$ cat src/rtl/camrx_pkg.sv
package camrx_pkg;
    localparam int unsigned DW    = 32;
    localparam int unsigned PIX_W = 16;
    localparam int unsigned DT_W  = 6;
    localparam int unsigned VC_W  = 2;
    localparam int unsigned LN_W  = 2;

    localparam int unsigned OFS_CTRL = 'h00;
    localparam int unsigned OFS_PHY  = 'h04;
    localparam int unsigned OFS_CFG  = 'h08;
    localparam int unsigned OFS_MASK = 'h10;
    localparam int unsigned OFS_SRC  = 'h14;
    localparam int unsigned OFS_RES  = 'h2C;

    localparam logic [DW-1:0] SRC_VALID = 32'hFC00_F03F;

    localparam logic [DT_W-1:0] DT_YUV8  = 6'h1E;
    localparam logic [DT_W-1:0] DT_RAW8  = 6'h2A;
    localparam logic [DT_W-1:0] DT_RAW10 = 6'h2B;
    localparam logic [DT_W-1:0] DT_RAW12 = 6'h2C;
    localparam logic [DT_W-1:0] DT_USER  = 6'h30;

    typedef struct packed {
        logic [LN_W-1:0]  lanes_m1;
        logic             align32;
        logic [DT_W-1:0]  dtype;
        logic [VC_W-1:0]  vc;
        logic [PIX_W-1:0] width;
        logic [PIX_W-1:0] height;
    } cfg_t;

    localparam cfg_t CFG_RESET = '{lanes_m1: '0, align32: 1'b0, dtype: DT_YUV8,
                                   vc: '0, width: 16'd1, height: 16'd1};

    function automatic logic dtype_ok(input logic [DT_W-1:0] c);
        return (c == DT_YUV8) || (c == DT_RAW8) || (c == DT_RAW10) ||
               (c == DT_RAW12) || (c[DT_W-1:2] == DT_USER[DT_W-1:2]);
    endfunction
endpackage

$ cat src/rtl/camrx_lane_map.sv
module camrx_lane_map #(
    parameter int unsigned MAXL = 4
) (
    input  logic                     enable,
    input  logic [$clog2(MAXL)-1:0]  lanes_m1,
    output logic [MAXL:0]            lane_en
);
    localparam int unsigned NEN = MAXL + 1;

    // Lane 0 is the clock lane; data lane k sits at position k.
    for (genvar i = 0; i < NEN; i++) begin : g_lane
        assign lane_en[i] = enable && (i <= (int'(lanes_m1) + 1));
    end

    always_comb begin
        AST_LANE_CONTIG: assert (((lane_en + 1'b1) & lane_en) == '0);
        AST_LANE_MIN: assert (!enable || (lane_en[1:0] == 2'b11));
    end
endmodule

$ cat src/rtl/camrx_cfg.sv
module camrx_cfg import camrx_pkg::*; #(
    parameter int unsigned RST_CYC = 4
) (
    input  logic          clk,
    input  logic          rst_n,
    input  logic          wr_ctrl,
    input  logic          wr_phy,
    input  logic          wr_cfg,
    input  logic          wr_res,
    input  logic [DW-1:0] wdata,
    output cfg_t          work_o,
    output cfg_t          act_o,
    output logic          enable_o,
    output logic          swap_o,
    output logic [4:0]    settle_o,
    output logic          busy_o
);
    localparam int unsigned CW = $clog2(RST_CYC + 1);

    typedef struct packed {
        cfg_t          work;
        cfg_t          act;
        logic          enable;
        logic          swap;
        logic [4:0]    settle;
        logic [CW-1:0] cnt;
    } st_t;

    st_t  s_d, s_q;
    logic busy, trig, commit;

    assign busy   = (s_q.cnt != '0);
    assign trig   = wr_ctrl && wdata[4];
    assign commit = wr_ctrl && wdata[16];

    always_comb begin
        s_d = s_q;
        if (busy) s_d.cnt = s_q.cnt - 1'b1;
        if (wr_ctrl) begin
            s_d.enable        = wdata[0];
            s_d.work.lanes_m1 = wdata[3:2];
            s_d.work.align32  = wdata[20];
            s_d.swap          = wdata[31];
        end
        if (wr_phy) s_d.settle = wdata[31:27];
        if (wr_cfg) begin
            s_d.work.vc    = wdata[VC_W-1:0];
            s_d.work.dtype = dtype_ok(wdata[7:2]) ? wdata[7:2] : DT_YUV8;
        end
        if (wr_res) begin
            s_d.work.width  = (wdata[31:16] == '0) ? 16'd1 : wdata[31:16];
            s_d.work.height = (wdata[15:0]  == '0) ? 16'd1 : wdata[15:0];
        end
        if (commit) s_d.act = s_d.work;
        if (trig)   s_d.cnt = CW'(RST_CYC);
        if (trig || busy) s_d.act = CFG_RESET;
    end

    always_ff @(posedge clk or negedge rst_n) begin
        if (!rst_n) begin
            s_q <= '{work: CFG_RESET, act: CFG_RESET, enable: 1'b0, swap: 1'b0,
                     settle: '0, cnt: '0};
        end else begin
            s_q <= s_d;
        end
    end

    assign work_o   = s_q.work;
    assign act_o    = s_q.act;
    assign enable_o = s_q.enable;
    assign swap_o   = s_q.swap;
    assign settle_o = s_q.settle;
    assign busy_o   = busy;

    AST_SHADOW_HOLD: assert property (@(posedge clk) disable iff (!rst_n)
        (!(wr_ctrl && (wdata[16] || wdata[4])) && !busy) |=> $stable(act_o));
    AST_DTYPE_LEGAL: assert property (@(posedge clk) disable iff (!rst_n)
        dtype_ok(work_o.dtype));
    AST_RES_NONZERO: assert property (@(posedge clk) disable iff (!rst_n)
        (work_o.width != '0) && (work_o.height != '0));
    AST_RST_DEFAULTS: assert property (@(posedge clk) disable iff (!rst_n)
        trig |=> (busy_o && (act_o == CFG_RESET)));
endmodule

$ cat src/rtl/camrx_status.sv
module camrx_status import camrx_pkg::*; (
    input  logic          clk,
    input  logic          rst_n,
    input  logic [DW-1:0] ev,
    input  logic [DW-1:0] clr_vec,
    input  logic          clr_all,
    input  logic          wr_mask,
    input  logic [DW-1:0] wdata,
    output logic [DW-1:0] src_o,
    output logic [DW-1:0] mask_o,
    output logic          irq
);
    typedef struct packed {
        logic [DW-1:0] src;
        logic [DW-1:0] mask;
    } st_t;

    st_t s_d, s_q;

    always_comb begin
        s_d      = s_q;
        s_d.src  = (s_q.src & ~clr_vec) | (ev & SRC_VALID);
        if (clr_all) s_d.src = '0;
        if (wr_mask) s_d.mask = wdata & SRC_VALID;
    end

    always_ff @(posedge clk or negedge rst_n) begin
        if (!rst_n) s_q <= '0;
        else        s_q <= s_d;
    end

    assign src_o  = s_q.src;
    assign mask_o = s_q.mask;
    assign irq    = |(s_q.src & s_q.mask);

    AST_EVENT_LATCH: assert property (@(posedge clk) disable iff (!rst_n)
        !clr_all |=> ((src_o & $past(ev & SRC_VALID)) == $past(ev & SRC_VALID)));
    AST_NO_SPURIOUS: assert property (@(posedge clk) disable iff (!rst_n)
        !clr_all |=> ((src_o & ~$past(src_o) & ~$past(ev)) == '0));
    AST_STICKY: assert property (@(posedge clk) disable iff (!rst_n)
        !clr_all |=> ((~src_o & $past(src_o) & ~$past(clr_vec)) == '0));
    AST_CLR_ALL: assert property (@(posedge clk) disable iff (!rst_n)
        clr_all |=> (src_o == '0));
endmodule

$ cat src/rtl/camrx_regs.sv
module camrx_regs import camrx_pkg::*; #(
    parameter int unsigned AW      = 8,
    parameter int unsigned RST_CYC = 4,
    parameter int unsigned MAXL    = 4
) (
    input  logic             clk,
    input  logic             rst_n,
    input  logic             bus_sel,
    input  logic             bus_wr,
    input  logic [AW-1:0]    bus_addr,
    input  logic [31:0]      bus_wdata,
    output logic [31:0]      bus_rdata,
    output logic             bus_ready,
    input  logic             ev_err_id,
    input  logic             ev_err_crc,
    input  logic             ev_err_ecc,
    input  logic             ev_overflow,
    input  logic             ev_lost_fe,
    input  logic             ev_lost_fs,
    input  logic [3:0]       ev_sot,
    input  logic             ev_frame_end,
    input  logic             ev_frame_start,
    input  logic [3:0]       ev_nid,
    output logic             irq,
    output logic             rx_enable,
    output logic             rx_pair_swap,
    output logic [1:0]       rx_lanes_m1,
    output logic             rx_align32,
    output logic [5:0]       rx_dtype,
    output logic [1:0]       rx_vc,
    output logic [15:0]      rx_width,
    output logic [15:0]      rx_height,
    output logic [MAXL:0]    phy_lane_en,
    output logic [4:0]       phy_settle
);
    logic          acc, wr;
    logic          wr_ctrl, wr_phy, wr_cfg, wr_res, wr_mask, wr_src;
    logic          busy, clr_all;
    logic [DW-1:0] ev, clr_vec, src, mask;
    cfg_t          work, act;

    assign acc     = bus_sel && !busy;
    assign wr      = acc && bus_wr;
    assign wr_ctrl = wr && (bus_addr == AW'(OFS_CTRL));
    assign wr_phy  = wr && (bus_addr == AW'(OFS_PHY));
    assign wr_cfg  = wr && (bus_addr == AW'(OFS_CFG));
    assign wr_res  = wr && (bus_addr == AW'(OFS_RES));
    assign wr_mask = wr && (bus_addr == AW'(OFS_MASK));
    assign wr_src  = wr && (bus_addr == AW'(OFS_SRC));
    assign clr_vec = wr_src ? bus_wdata : '0;
    assign clr_all = busy || (wr_ctrl && bus_wdata[4]);
    assign bus_ready = !busy;

    always_comb begin
        ev         = '0;
        ev[0]      = ev_err_id;
        ev[1]      = ev_err_crc;
        ev[2]      = ev_err_ecc;
        ev[3]      = ev_overflow;
        ev[4]      = ev_lost_fe;
        ev[5]      = ev_lost_fs;
        ev[15:12]  = ev_sot;
        ev[26]     = ev_frame_end;
        ev[27]     = ev_frame_start;
        ev[31:28]  = ev_nid;
    end

    camrx_cfg #(.RST_CYC(RST_CYC)) i_cfg (
        .clk(clk), .rst_n(rst_n),
        .wr_ctrl(wr_ctrl), .wr_phy(wr_phy), .wr_cfg(wr_cfg), .wr_res(wr_res),
        .wdata(bus_wdata), .work_o(work), .act_o(act),
        .enable_o(rx_enable), .swap_o(rx_pair_swap), .settle_o(phy_settle),
        .busy_o(busy)
    );

    camrx_status i_status (
        .clk(clk), .rst_n(rst_n), .ev(ev), .clr_vec(clr_vec), .clr_all(clr_all),
        .wr_mask(wr_mask), .wdata(bus_wdata), .src_o(src), .mask_o(mask), .irq(irq)
    );

    camrx_lane_map #(.MAXL(MAXL)) i_lanes (
        .enable(rx_enable), .lanes_m1(act.lanes_m1), .lane_en(phy_lane_en)
    );

    assign rx_lanes_m1 = act.lanes_m1;
    assign rx_align32  = act.align32;
    assign rx_dtype    = act.dtype;
    assign rx_vc       = act.vc;
    assign rx_width    = act.width;
    assign rx_height   = act.height;

    always_comb begin
        bus_rdata = '0;
        if (acc && !bus_wr) begin
            if (bus_addr == AW'(OFS_CTRL)) begin
                bus_rdata[0]   = rx_enable;
                bus_rdata[3:2] = work.lanes_m1;
                bus_rdata[4]   = busy;
                bus_rdata[20]  = work.align32;
                bus_rdata[31]  = rx_pair_swap;
            end else if (bus_addr == AW'(OFS_PHY)) begin
                bus_rdata[31:27] = phy_settle;
                bus_rdata[MAXL:0] = phy_lane_en;
            end else if (bus_addr == AW'(OFS_CFG)) begin
                bus_rdata[7:2] = work.dtype;
                bus_rdata[1:0] = work.vc;
            end else if (bus_addr == AW'(OFS_MASK)) begin
                bus_rdata = mask;
            end else if (bus_addr == AW'(OFS_SRC)) begin
                bus_rdata = src;
            end else if (bus_addr == AW'(OFS_RES)) begin
                bus_rdata = {work.width, work.height};
            end
        end
    end

    AST_RDATA_IDLE: assert property (@(posedge clk) disable iff (!rst_n)
        !bus_sel |-> (bus_rdata == '0));
    AST_STALL_NO_WRITE: assert property (@(posedge clk) disable iff (!rst_n)
        (!bus_ready && bus_sel && bus_wr && (bus_addr == AW'(OFS_CFG))) |=> $stable(work.dtype));
endmodule

$ cat config.mk
export PLATFORM = sky130hd
export DESIGN_NAME = camrx_regs
export DESIGN_NICKNAME = d
export VERILOG_FILES = /design/src/rtl/camrx_pkg.sv /design/src/rtl/camrx_lane_map.sv /design/src/rtl/camrx_cfg.sv /design/src/rtl/camrx_status.sv /design/src/rtl/camrx_regs.sv
export SDC_FILE = /design/constraint.sdc
export NUM_CORES = 1
export LEC_CHECK = 0
export BUFFER_PORTS_ARGS = -buffer_cell sky130_fd_sc_hd__buf_2
export CORE_ASPECT_RATIO = 1.5
export CORE_MARGIN = 3
export CORE_UTILIZATION = 30
export CTS_BUF_LIST = sky130_fd_sc_hd__clkbuf_4
export DETAILED_ROUTE_END_ITERATION = 7
export GPL_TIMING_DRIVEN = 0
export SLEW_MARGIN = 20
export SYNTH_ARGS = -nofsm -noshare
export SYNTH_HDL_FRONTEND = slang
export SYNTH_SLANG_ARGS = --single-unit
$ cat constraint.sdc
create_clock -name clk -period 8 [get_ports clk]
set_clock_uncertainty 0.15 [all_clocks]
set_input_delay 1.6 -clock clk [delete_from_list [all_inputs] [get_ports clk]]
set_output_delay 1.6 -clock clk [all_outputs]
set_load 0.05 [all_outputs]
==> impl_metrics.tcl, run 1 <==
set metrics [dict create \
    critical-path-max-stage-delay_ns 0.88 \
    synth_top_family_by_area "compound AO/OA/AOI/OAI gates" \
    holdBufCountCts 0 \
    dp_hpwl_um 19400 \
    worstSkewPairLatency_ns 0.57 \
    nFillCells 2501 \
    synth_seq_cells 144 \
    grt_antenna_before_repair 1 \
    synthesis.nets 731 \
    initial_core_util_pct 30.6 \
    synth_compound_area_share_pct 17.7 \
    rows 69 \
    crit_slowest_cell "nor4_1" \
    final_cell_area_mm2 0.00876 \
    routed_wl_um 25600 \
    min_period_ns 6.10 \
    irDropWorstVdd_mv 0.0679 \
    avgSynthCellArea_um2 10.9 \
    final_layout_size_suffix_gt1_share_pct 36.7 \
    synth_top_area_share_pct 45.3 \
    layout_common_cells "150 x buf_2, 132 x dfrtp_1, 53 x mux2_2" \
    setup.worst_path.start_class "input pin" \
    io_buffers 147 \
    synth_edf_count 0 \
    area_delta_synth_final_pct 20.1 \
    dpl_cell_area_mm2 0.00846 \
    crit_fanout 10 \
    power_w 0.00158 \
    worstPathCellList "buf_2, clkbuf_1, or3_1, clkbuf_1, nor4_1, a222oi_1, a211oi_1, buf_2" \
    grt_first_pass_wirelength_um 38500 \
    grt_pass1_vias 6204 \
    setup_slack_ns 1.90 \
    fin_nets 898 \
    powerDensity_mw_per_mm2 181 \
    wl_per_cell_um 21.9 \
    ys_warn_count 0 \
    grt_max_degree 93 \
    max_slew_margin_pct 28.2 \
    die_w_um 133 \
    end_kind "output port" \
    final_core_util_pct 36.7 \
    design.portCount 149 \
    max_freq_mhz 164 \
    hold_path.class "reg -> reg" \
    async_reset_ff_share_pct 100 \
    slew_viol_final 0 \
    cts_sinks 144 \
    core-area_mm2 0.0238 \
    synth.distinct_cells 65 \
    die_area_mm2 0.0263 \
    status "complete, no violations" \
    htreeDepth 4 \
    post-place-ws_ns 1.74 \
    clk_path_buf_depth 2 \
    synthesis.area_mm2 0.00729 \
    yosysTopAreaCell "dfrtp_1" \
    ctsResizeCount 0 \
    maxCapViolations 0 \
    setup_viol 0 \
    track_usage_pct 19.4 \
    fin_setup_tns_ns 0 \
    crit_required_ns 6.25 \
    syn_inst 669 \
    gp_congestion 0.926 \
    drc 0 \
    postCtsSetupBuffers 0 \
    clk_pin_slew_ns 0.12 \
    dieHeight_um 197 \
    cts_root_buffer "clkbuf_4" \
    rsz0062_at_grt "no" \
    synth_mux_area_share_pct 10.7 \
    drt_iter0_markers 424 \
    via_per_inst 5.16 \
    worst_pin_slew_ns 1.07 \
    numCtsBuffers 17 \
    final_antenna_net_count 0 \
    period_share_pct 76.2 \
    hold_viol 0 \
    cts_tree "yes" \
    drtPass1Iterations 8 \
    layout_commonest_cell "buf_2" \
    yosys-top-cells-area "dfrtp_1 45%, mux2_2 8.2%, a22o_1 5.0%" \
    leakage_nw 4.24 \
    seq_area_frac_synth_pct 49.6 \
    yosys.area_share.simple_pct 12.9 \
    vias 6027 \
    synth_flop_cell "dfrtp_1" \
    synth-xor-area-share_pct 0.120 \
    synth-adder-area-share_pct 0.343 \
    overflow 0 \
    worstPathArrival_ns 4.35 \
    critical_path_class "in -> out" \
]
final timing paths:
kind | start | endpoint | slack [ns] | cells after the start
min reg2reg | i_cfg.act_o[16]$_DFFE_PN1P_ | i_cfg.act_o[16]$_DFFE_PN1P_ | 0.36 | 2
min in group asynchronous | rst_n | i_cfg.enable_o$_DFFE_PN0P_ | 0.79 | 1
min | i_cfg.act_o[16]$_DFFE_PN1P_ | i_cfg.act_o[16]$_DFFE_PN1P_ | 0.36 | 2
max reg2reg | i_cfg.s_q[0]$_DFFE_PN0N_ | i_cfg.act_o[15]$_DFFE_PN0P_ | 4.96 | 8
max in group asynchronous | rst_n | i_status.src_o[29]$_DFF_PN0_ | 6.09 | 2
max | bus_addr[5] | bus_rdata[31] | 1.90 | 8
synth_stat cells, types with 4 or more instances:
cell type,count
dfrtp_1,132
mux2_2,53
buf_4,49
a22o_1,42
clkbuf_1,36
nor2_1,35
nand2_1,31
and3_1,21
o21ai_0,19
nor3_1,18
o21a_1,18
a21oi_1,17
inv_1,17
a21boi_0,16
a22oi_1,15
dfstp_2,12
mux2i_1,9
nor4_1,9
mux2_1,8
a221oi_1,7
nand2b_1,7
nand3_1,7
a222oi_1,6
nor2b_1,6
or2_2,6
nand4_1,5
buf_2,4
nor3b_1,4
o211ai_1,4
state kept, by name, summed over array words and instances, names as in the netlist:
register	flops
i_cfg.settle_o	5
i_cfg.enable_o	1
i_cfg.work_o	43
i_status.mask_o	16
i_cfg.s_q	3
i_cfg.act_o	43
i_cfg.swap_o	1
i_status.src_o	32
through the flow:
step / hold slack, ns / instances
finish: 0.365 / 1169
global placement: 0.340 / 1135
global route: 0.383 / 1169
detailed placement: 0.342 / 1136
CTS: 0.369 / 1168
floorplan: 0.307 / 669
area by class of cell:
| cell class | count | area, um^2 | area share, % |
|---|---|---|---|
| antenna | 1 | 2.50 | 0.0286 |
| buffer | 95 | 568 | 6.49 |
| multi-input combinational | 413 | 3050 | 34.8 |
| timing repair buffer | 148 | 773 | 8.83 |
| tap | 319 | 399 | 4.56 |
| sequential | 144 | 3620 | 41.3 |
| clock inverter | 14 | 149 | 1.70 |
| inverter | 17 | 63.8 | 0.729 |
| clock buffer | 18 | 135 | 1.54 |
routing by layer:
layer / GRT usage [%] / wire, um / up-vias
met5: 0 / 0 / -
li1: - / - / 2748
met2: 34.5 / 13300 / 224
met4: 7.43 / 803 / 0
met1: 23.7 / 10400 / 3008
met3: 3.12 / 1060 / 47
power breakdown:
group / leakage, nW / internal [W] / switching, W
combinational: 2.15 / 0.0000987 / 0.000210
sequential: 1.95 / 0.000764 / 0.0000299
clock: 0.152 / 0.000214 / 0.000267
total: 4.24 / 0.00108 / 0.000506
critical path: cells and delay by family:
| family | cells | cell delay [ns] |
|---|---|---|
| AOI/OAI and AO/OA | 2 | 0.52 |
| buffers and inverters | 4 | 0.93 |
| and+or+nand+nor | 2 | 1.29 |
cell families (layout without fill, tap and decap cells):
group,Yosys count,count (layout)
other cells,0,1
mux,70,70
flops,144,144
compound gates,171,171
simple gates,169,169
fa+ha+maj,2,2
buf+inv,112,292
xor+xnor,1,1
Note: power is estimated with default switching activity, not from simulation.
==> inputs of run 2 (changes only) <==
ABC_AREA = 1   (was not set)
clock period = 5.5 ns   (was 8 ns; I/O delays follow)
==> run 2 against run 1 <==
Compared with the run above: die area decreased by 0.20%; final cell count increased by 22%; largest power group unchanged; sequential share of layout area up 0.15 points; core utilization barely moved; largest cell class unchanged; worst hold slack lost 0.040 ns; first-iteration DRC count up 11%; total power grew 39%.
==> impl_metrics.tcl, run 2 <==
set metrics [dict create \
    synth_top_area_share_pct 45.4 \
    crit_slowest_cell "nor3_4" \
    cts_root_buffer "clkbuf_4" \
    setup.worst_path.start_class "flop" \
    rr_worst_depth 12 \
    wl_per_cell_um 16.8 \
    yosys-top-cells-area "dfrtp_1 45%, nand2_1 14%, o21ai_0 9.1%" \
    leakage_nw 4.69 \
    maxCapViolations 0 \
    end_kind "output port" \
    ctsResizeCount 0 \
    async_reset_ff_share_pct 100 \
    period_share_pct 80.4 \
    vias 6681 \
    fin_setup_tns_ns 0 \
    htreeDepth 4 \
    max_freq_mhz 226 \
    cpLargestDelayFamily "simple AND/OR/NAND/NOR gates" \
    numCtsBuffers 17 \
    avgSynthCellArea_um2 7.82 \
    crit_required_ns 4.25 \
    ys_warn_count 0 \
    core-area_mm2 0.0237 \
    reg2reg_to "i_cfg.act_o[12]$_DFFE_PN0P_" \
    drt_iter0_markers 470 \
    ys_top_cells_by_count "268 x nand2_1, 133 x o21ai_0, 132 x dfrtp_1" \
    clk_pin_slew_ns 0.16 \
    cp_num_buf_inv 4 \
    synth_edf_count 0 \
    initial_core_util_pct 30.7 \
    layout_commonest_cell "nand2_1" \
    setup_viol 0 \
    hold_path.class "in -> async" \
    grt_first_pass_wirelength_um 37300 \
    grt_antenna_before_repair 1 \
    final_antenna_net_count 0 \
    rsz0062_at_grt "no" \
    synth_flop_cell "dfrtp_1" \
    drtPass1Iterations 5 \
    hold_viol 0 \
    synthesis.area_mm2 0.00728 \
    area_delta_synth_final_pct 19.9 \
    yosys.cell_count.top_type "nand2_1" \
    clk_path_buf_depth 2 \
    critical-path-max-stage-delay_ns 0.47 \
    dieHeight_um 197 \
    min_period_ns 4.42 \
    holdWs_ns 0.325 \
    die_area_mm2 0.0262 \
    grt_pass1_vias 6800 \
    timing.rr.start "i_cfg.s_q[0]$_DFFE_PN0N_" \
    final_layout_size_suffix_gt1_share_pct 24.9 \
    yosysTopAreaCell "dfrtp_1" \
    via_per_inst 4.67 \
    slew_viol_final 0 \
    grt_max_degree 83 \
    die_w_um 133 \
    fin_nets 1160 \
    drc 0 \
    fin_cells 1431 \
    worstPathCellList "inv_1, ha_1, inv_1, nor2_4, nand3b_1, nor3_4, nand2_1, buf_2, nor2_1, buf_2" \
    worstPathArrival_ns 3.17 \
    status "complete, no violations" \
    crit_fanout 10 \
    design.portCount 149 \
    gp_congestion 0.914 \
    track_usage_pct 18.5 \
    worst_pin_slew_ns 0.615 \
    dp_hpwl_um 18500 \
    synth_seq_cells 144 \
    syn_inst 930 \
    power_w 0.00219 \
    critical_path_class "reg -> out" \
    layout_common_cells "268 x nand2_1, 156 x buf_2, 133 x o21ai_0" \
    final_core_util_pct 36.7 \
    synth.distinct_cells 36 \
    r2r_setup_slack_ns 2.92 \
    cts_tree "yes" \
    seq_area_frac_synth_pct 49.7 \
    worstSkewPairLatency_ns 0.57 \
    cts_sinks 144 \
    dp.cells 1398 \
    powerDensity_mw_per_mm2 252 \
    irDropWorstVdd_mv 0.117 \
    routed_wl_um 24100 \
    max_slew_margin_pct 58.5 \
    overflow 0 \
    holdBufCountCts 0 \
    postCtsSetupBuffers 0 \
    io_buffers 148 \
    synthesis.nets 992 \
    rows 69 \
]
==> run 2: cell types whose count changed in the layout (fill, tap and decap cells not counted), sizes merged, moves of 14 or more <==
cell	change
nor2	+39
o21ai	+124
o21a	-17
inv	+93
a21oi	+26
nand3	+25
a22o	-42
a21boi	-15
nor3	-17
mux2	-61
nand2	+239
and3	-21
a22oi	-14
==> run 2: area by class of cell <==
cell class	count	area, um^2
fill	2605	15000
sequential	144	3620
multi-input combinational	597	2730
timing repair buffer	149	778
clock buffer	18	135
inverter	106	400
tap	319	399
clock inverter	14	131
antenna	1	2.50
buffer	83	526
==> run 2: worst max path at each step <==
stage / startpoint / end / slack [ns] / cells past startpoint
2_1_floorplan: bus_addr[7] / bus_rdata[20] / 1.32 / 6
3_3_place_gp: rst_n / i_cfg.settle_o[3]$_DFFE_PN0P_ / 0.99 / 1
3_5_place_dp: bus_addr[6] / bus_rdata[1] / 1.15 / 12
4_1_cts: i_cfg.s_q[0]$_DFFE_PN0N_ / bus_rdata[16] / 1.02 / 10
5_1_grt: i_cfg.s_q[0]$_DFFE_PN0N_ / bus_rdata[16] / 0.84 / 10
6_report: i_cfg.s_q[0]$_DFFE_PN0N_ / bus_rdata[16] / 1.08 / 10
==> run 2: report_power, final <==
part / leakage [nW] / switching, W / internal [W]
combinational: 2.68 / 0.000277 / 0.0000993
sequential: 1.85 / 0.0000406 / 0.00111
clock: 0.152 / 0.000427 / 0.000236
==> run 2: cell families (layout without fill, tap and decap cells) <==
family	count (synthesis)	after routing	synth area share (%)
compound gates	197	197	14.0
xor+xnor	1	1	0.120
fa+ha+maj	2	2	0.344
buf+inv	189	370	12.7
flops	144	144	49.7
other cells	0	1	0
simple gates	397	397	23.1
==> run 2: metrics by stage <==
step / setup slack (ns) / instance area, um^2
finish: 1.08 / 8720
global route: 0.840 / 8720
CTS: 1.02 / 8720
detailed placement: 1.15 / 8450
global placement: 0.990 / 8420
floorplan: 1.32 / 7280
==> run 2: routing by layer <==
layer	global-route usage [%]	up-vias	part of all wire [%]
met2	32.6	212	50
li1	-	3245	-
met5	0	-	0
met3	3.17	61	4.8
met4	9.61	0	5.3
met1	21.4	3163	39
